===== src/rtl/trc_pkg.sv =====
package trc_pkg;
  typedef enum logic [1:0] {
    MODE_NORMAL = 2'd0,
    MODE_LOOP   = 2'd1,
    MODE_DETAIL = 2'd2,
    MODE_RSVD   = 2'd3
  } trc_mode_e;
endpackage


===== src/rtl/trc_line_fmt.sv =====
module trc_line_fmt #(
  parameter int AW = 18,
  parameter int DW = 16,
  parameter int LW = 20
) (
  input  logic [AW-1:0] pc,
  input  logic [AW-1:0] addr,
  input  logic [DW-1:0] data,
  input  logic          size_byte,
  input  logic          is_read,
  output logic [LW-1:0] pc_line,
  output logic [LW-1:0] addr_line,
  output logic [LW-1:0] data_line
);
  localparam int HB = DW / 2;

  always_comb begin
    pc_line   = '0;
    pc_line[AW-1:0] = pc;
    addr_line = '0;
    addr_line[AW-1:0] = addr;
    addr_line[LW-1]   = size_byte;
    addr_line[LW-2]   = is_read;
    data_line = '0;
    if (size_byte) begin
      data_line[HB-1:0] = data[HB-1:0];
    end else begin
      data_line[DW-1:HB] = data[HB-1:0];
      data_line[HB-1:0]  = data[DW-1:HB];
    end
  end
endmodule


===== src/rtl/trc_ram.sv =====
module trc_ram #(
  parameter int DEPTH = 64,
  parameter int LW    = 20,
  localparam int IW   = $clog2(DEPTH)
) (
  input  logic          clk,
  input  logic          we,
  input  logic [IW-1:0] waddr,
  input  logic [LW-1:0] wdata,
  input  logic [IW-1:0] raddr,
  output logic [LW-1:0] rdata
);
  logic [LW-1:0] mem [DEPTH];

  always_ff @(posedge clk) begin
    if (we) mem[waddr] <= wdata;
  end

  assign rdata = mem[raddr];
endmodule


===== src/rtl/trc_ctrl.sv =====
module trc_ctrl #(
  parameter int DEPTH = 64,
  parameter int AW    = 18,
  parameter int LW    = 20,
  localparam int IW   = $clog2(DEPTH),
  localparam int CW   = $clog2(DEPTH + 1)
) (
  input  logic          clk,
  input  logic          rst,
  input  logic [1:0]    mode,
  input  logic          arm,
  input  logic          store,
  input  logic [AW-1:0] pc,
  input  logic [LW-1:0] pc_line,
  input  logic [LW-1:0] addr_line,
  input  logic [LW-1:0] data_line,
  output logic          we,
  output logic [IW-1:0] waddr,
  output logic [LW-1:0] wdata,
  output logic [CW-1:0] cnt,
  output logic          full,
  output logic          pend
);
  import trc_pkg::*;

  localparam logic [CW-1:0] LAST = CW'(DEPTH);

  logic          armed_q;
  logic [CW-1:0] cnt_q;
  logic          full_q;
  logic          pend_q;
  logic [LW-1:0] pend_line_q;
  logic [AW-1:0] last_pc_q;
  logic          last_vld_q;
  logic          dup;
  logic          room;
  logic          accept;
  trc_mode_e     md;

  assign md     = trc_mode_e'(mode);
  assign dup    = (md == MODE_LOOP) && last_vld_q && (pc == last_pc_q);
  assign room   = (md == MODE_DETAIL) ? (cnt_q <= LAST - CW'(2)) : !full_q;
  assign accept = armed_q && !arm && store && !pend_q && room &&
                  (md != MODE_RSVD) && !dup;

  always_comb begin
    we    = 1'b0;
    waddr = cnt_q[IW-1:0];
    wdata = pc_line;
    if (!arm) begin
      if (pend_q) begin
        we    = 1'b1;
        wdata = pend_line_q;
      end else if (accept) begin
        we    = 1'b1;
        wdata = (md == MODE_DETAIL) ? addr_line : pc_line;
      end
    end
  end

  always_ff @(posedge clk) begin
    if (rst) begin
      armed_q     <= 1'b0;
      cnt_q       <= '0;
      full_q      <= 1'b0;
      pend_q      <= 1'b0;
      pend_line_q <= '0;
      last_pc_q   <= '0;
      last_vld_q  <= 1'b0;
    end else if (arm) begin
      armed_q    <= 1'b1;
      cnt_q      <= '0;
      full_q     <= 1'b0;
      pend_q     <= 1'b0;
      last_vld_q <= 1'b0;
    end else if (we) begin
      cnt_q  <= cnt_q + CW'(1);
      full_q <= (cnt_q + CW'(1)) == LAST;
      if (pend_q) begin
        pend_q <= 1'b0;
      end else if (md == MODE_DETAIL) begin
        pend_q      <= 1'b1;
        pend_line_q <= data_line;
      end else begin
        last_pc_q  <= pc;
        last_vld_q <= 1'b1;
      end
    end
  end

  assign cnt  = cnt_q;
  assign full = full_q;
  assign pend = pend_q;
endmodule


===== src/rtl/trace_recorder.sv =====
module trace_recorder #(
  parameter int DEPTH = 64,
  parameter int AW    = 18,
  parameter int DW    = 16,
  parameter int LW    = 20,
  localparam int IW   = $clog2(DEPTH),
  localparam int CW   = $clog2(DEPTH + 1)
) (
  input  logic          clk,
  input  logic          rst,
  input  logic [1:0]    mode_i,
  input  logic          arm_i,
  input  logic          store_i,
  input  logic [AW-1:0] pc_i,
  input  logic [AW-1:0] addr_i,
  input  logic [DW-1:0] data_i,
  input  logic          size_byte_i,
  input  logic          read_i,
  input  logic [IW-1:0] rd_idx_i,
  output logic [LW-1:0] rd_line_o,
  output logic [CW-1:0] line_cnt_o,
  output logic          full_o
);
  logic [LW-1:0] pc_line, addr_line, data_line, wdata;
  logic          we, pend_w;
  logic [IW-1:0] waddr;

  trc_line_fmt #(.AW(AW), .DW(DW), .LW(LW)) u_fmt (
    .pc(pc_i), .addr(addr_i), .data(data_i), .size_byte(size_byte_i),
    .is_read(read_i), .pc_line(pc_line), .addr_line(addr_line),
    .data_line(data_line)
  );

  trc_ctrl #(.DEPTH(DEPTH), .AW(AW), .LW(LW)) u_ctrl (
    .clk(clk), .rst(rst), .mode(mode_i), .arm(arm_i), .store(store_i),
    .pc(pc_i), .pc_line(pc_line), .addr_line(addr_line),
    .data_line(data_line), .we(we), .waddr(waddr), .wdata(wdata),
    .cnt(line_cnt_o), .full(full_o), .pend(pend_w)
  );

  trc_ram #(.DEPTH(DEPTH), .LW(LW)) u_ram (
    .clk(clk), .we(we), .waddr(waddr), .wdata(wdata),
    .raddr(rd_idx_i), .rdata(rd_line_o)
  );
endmodule


===== config.mk =====
export PLATFORM = sky130hd
export DESIGN_NAME = trace_recorder
export DESIGN_NICKNAME = d
export VERILOG_FILES = /design/src/rtl/trc_pkg.sv /design/src/rtl/trc_line_fmt.sv /design/src/rtl/trc_ram.sv /design/src/rtl/trc_ctrl.sv /design/src/rtl/trace_recorder.sv
export SDC_FILE = /design/constraint.sdc
export NUM_CORES = 1
export LEC_CHECK = 0
export BUFFER_PORTS_ARGS = -buffer_cell sky130_fd_sc_hd__buf_2
export CAP_MARGIN = 20
export CORE_MARGIN = 2
export CORE_UTILIZATION = 66
export CTS_CLUSTER_SIZE = 16
export DETAILED_ROUTE_END_ITERATION = 8
export PLACE_DENSITY = 0.83
export SYNTH_ARGS = -nofsm -noshare
export SYNTH_HDL_FRONTEND = slang
export SYNTH_SLANG_ARGS = --single-unit

===== constraint.sdc =====
create_clock -name clk -period 7 [get_ports clk]
set_input_delay 1.4 -clock clk [delete_from_list [all_inputs] [get_ports clk]]
set_output_delay 1.4 -clock clk [all_outputs]
set_load 0.02 [all_outputs]

==> insert_results.sql <==
INSERT INTO impl_metrics (metric_group, metric, value, unit) VALUES
('run_status', 'run_status', 'finished clean', ''),
('routing', 'remaining_drc_errors', '0', ''),
('power', 'vdd_ir_drop_max', '0.227', 'mV'),
('final_layout', 'layout.nets', '2574', ''),
('clock_tree', 'clock_transition_time_at_the_flip_flop_clock_pins_of_the_worst_setup_and_hold_paths', '0.06', 'ns'),
('routing', 'drt_iter0_drc', '5038', ''),
('sta', 'maxClockFrequency', '0.163', 'GHz'),
('clock_tree', 'worstSkewPairLatency', '0.74', 'ns'),
('setup_path', 'number_of_cells_traversed_by_the_worst_register_to_register_path', '7', ''),
('sta', 'slew_headroom', '0.244', ''),
('sta', 'period_needed', '6.13', 'ns'),
('logic_synthesis', 'synth_sequential_area_ratio', '0.762', ''),
('clock_tree', 'ctsLongestPathBuffers', '3', ''),
('global_routing', 'global_route.usage.total', '0.366', ''),
('placed_design', 'detailed_place_hpwl', '71400', 'um'),
('clock_tree', 'postCtsSetupRepairBufs', '0', ''),
('clock_tree', 'cts.sinks', '1325', ''),
('logic_synthesis', 'synthDominantAreaCellType', 'sky130_fd_sc_hd__edfxtp_1', ''),
('sta', 'grt_setup_unrepaired', 'no', ''),
('placed_design', 'gp_routability_congestion', '0.849', ''),
('final_layout', 'fill_cells', '3769', ''),
('die', 'floorplan.initialDensity', '0.666', ''),
('setup_path', 'regToRegSetupSlack', '2.41', 'ns'),
('clock_tree', 'holdBufCountCts', '0', ''),
('setup_path', 'crit_fanout', '88', ''),
('final_layout', 'layout-drive-gt1-share', '0.337', ''),
('die', 'boundaryPins', '94', ''),
('die', 'floorplan.core_area', '77500', 'um2'),
('final_layout', 'antenna-diode-count', '0', ''),
('power', 'internal_power', '13.1', 'mW'),
('logic_synthesis', 'yosys_warnings', '0', ''),
('setup_path', 'worst-setup-path-type', 'in2out', ''),
('routing', 'drt-wirelength-per-cell', '39.5', 'um'),
('setup_path', 'cp.required', '5.60', 'ns'),
('logic_synthesis', 'synth.distinct_cells', '47', ''),
('logic_synthesis', 'synth_enable_flop_cells', '1280', ''),
('sta', 'period_share', '0.875', ''),
('logic_synthesis', 'netlist_instances', '2298', ''),
('global_routing', 'grt_start_max_net_pins', '89', ''),
('routing', 'antenna_violating_nets_post_route', '0', ''),
('global_routing', 'antenna_found_initial', '2', ''),
('power', 'pwr-share-clk', '0.426', ''),
('setup_path', 'critical_path.endpoint', 'rd_line_o[3]', ''),
('sta', 'timing.final.hold_violations', '0', ''),
('power', 'total_power', '16.7', 'mW'),
('logic_synthesis', 'synth.cell_area', '51600', 'um2'),
('setup_path', 'worst_r2r_startpoint', 'u_ctrl.cnt[3]', ''),
('power', 'leakage_power', '18.2', 'nW'),
('clock_tree', 'cts_max_level', '4', ''),
('logic_synthesis', 'synthesis.area_per_instance', '22.5', 'um2'),
('logic_synthesis', 'ys_ff_latch', '1325', ''),
('flow_run', 'cap_violations', '0', ''),
('clock_tree', 'tritoncts', 'built', ''),
('routing', 'routed-via-count', '27500', ''),
('power', 'sequentialPowerShare', '0.522', ''),
('power', 'power.combinational.fraction', '0.052', ''),
('logic_synthesis', 'synth_most_common_cell', 'sky130_fd_sc_hd__edfxtp_1', ''),
('sta', 'finalSetupTns', '0', 'ns'),
('setup_path', 'worstPathArrival', '4.73', 'ns'),
('routing', 'routed_via_density', '7.55', ''),
('global_routing', 'globalRoute.totalOverflow', '0', ''),
('logic_synthesis', 'ys_top_cells_by_area', 'sky130_fd_sc_hd__edfxtp_1, sky130_fd_sc_hd__mux4_2, sky130_fd_sc_hd__dfxtp_1, sky130_fd_sc_hd__mux2i_1, sky130_fd_sc_hd__nor3_1', ''),
('logic_synthesis', 'asyncSetResetFlopFracSynth', '0', ''),
('clock_tree', 'cts-resized-gates', '0', ''),
('die', 'floorplan.die.height', '284', 'um'),
('clock_tree', 'cts_buffers', '131', ''),
('logic_synthesis', 'synth_top_flop_cell', 'sky130_fd_sc_hd__edfxtp_1', ''),
('sta', 'finalSetupViolCount', '0', ''),
('power', 'pwr_density_cell', '285', 'nW/um2'),
('power', 'net-switching-power', '3.63', 'mW'),
('die', 'std_cell_rows', '102', '');
## worst min-delay path by stage
stage | slack [ns] | startpoint | depth (start not counted) | end
2_1_floorplan | 0.43 | u_ctrl.last_vld_q | 2 | u_ctrl.last_vld_q
3_3_place_gp | 0.43 | u_ctrl.last_vld_q | 2 | u_ctrl.last_vld_q
3_5_place_dp | 0.45 | u_ctrl.last_vld_q | 2 | u_ctrl.last_vld_q
4_1_cts | 0.46 | u_ctrl.last_vld_q | 2 | u_ctrl.last_vld_q
5_1_grt | 0.48 | u_ctrl.pend_line_q[9] | 2 | u_ctrl.pend_line_q[9]
6_report | 0.45 | u_ctrl.last_vld_q | 2 | u_ctrl.last_vld_q
## layer usage
| metal | vias to the layer above | global-route usage | share of wire | wire, um |
|---|---|---|---|---|
| met2 | 2778 | 0.574 | 0.49 | 70000 |
| met1 | 14100 | 0.499 | 0.33 | 47700 |
| met5 | - | 0 | 0.00035 | 51 |
| met4 | 6 | 0.173 | 0.053 | 7640 |
| li1 | 10200 | - | - | - |
| met3 | 469 | 0.0855 | 0.13 | 18600 |
## through the flow
stage / util / std cells / worst slack (ns) / instance area (um2) / hold WS (ns)
4_1_cts: 0.752 / 3634 / 0.856 / 58300 / 0.456
2_1_floorplan: - / 2298 / 2.24 / 51600 / 0.426
5_1_grt: 0.755 / 3648 / 0.802 / 58500 / 0.476
6_report: 0.755 / 3648 / 0.875 / 58500 / 0.454
3_5_place_dp: 0.697 / 3399 / 1.02 / 54000 / 0.447
3_3_place_gp: 0.697 / 3398 / 1.10 / 54000 / 0.434
## cell type report
type                    instances  area, um2  share of cell area
multi-input cells             828      11900               0.204
repair buffers                216       1660              0.0284
well taps                    1040       1300              0.0222
clock inverters                75        729              0.0125
flip-flops and latches       1325      39300               0.672
inverters                       4       15.0            0.000257
clock buffers                 160       3510              0.0601
## critical path, cell delays in order
cell	delay [ns]
sky130_fd_sc_hd__buf_8	0.60
sky130_fd_sc_hd__buf_12	0.41
sky130_fd_sc_hd__mux4_2	0.35
sky130_fd_sc_hd__mux4_2	0.36
sky130_fd_sc_hd__nor2_1	0.06
sky130_fd_sc_hd__a2111oi_0	0.97
sky130_fd_sc_hd__a221o_1	0.26
sky130_fd_sc_hd__buf_2	0.19
## state kept, by name (all words and copies together), names as in the netlist
| signal | cells |
|---|---|
| u_ctrl.full | 1 |
| u_ram.mem | 1280 |
| u_ctrl.pend_line_q | 16 |
| u_ctrl.cnt | 7 |
| u_ctrl.pend | 1 |
| u_ctrl.last_pc_q | 18 |
| u_ctrl.armed_q | 1 |
| u_ctrl.last_vld_q | 1 |
## layout by cell type (no fill, tap or decap), drive strengths merged, types with 13 or more instances in the layout
| master | instances |
|---|---|
| nor3b | 20 |
| a31oi | 17 |
| mux4 | 387 |
| nand2 | 34 |
| a211oi | 21 |
| nor2b | 25 |
| nor3 | 73 |
| a22oi | 16 |
| mux2i | 40 |
| buf | 215 |
| clkbuf | 160 |
| edfxtp | 1280 |
| clkinv | 53 |
| nor2 | 61 |
| xnor2 | 13 |
| dfxtp | 45 |
## logic make-up (layout without fill, tap and decap cells)
family,after synthesis,after routing,synth area share
buf+inv,145,455,0.0144
compound gates,110,110,0.0156
xor+xnor,22,22,0.00373
flops,1325,1325,0.762
fa+ha+maj,2,2,0.000485
mux,428,428,0.177
simple gates,266,266,0.0270
## power by group through the flow
stage	sequential [mW]	clock, mW	combinational [mW]
6_report	8.72	7.11	0.864
5_1_grt	8.72	7.39	0.895
4_1_cts	8.73	7.13	0.834
3_3_place_gp	8.90	0	0.768
2_1_floorplan	8.90	0	0.510
3_5_place_dp	8.90	0	0.807
Note: power is estimated with default switching activity, not from simulation.
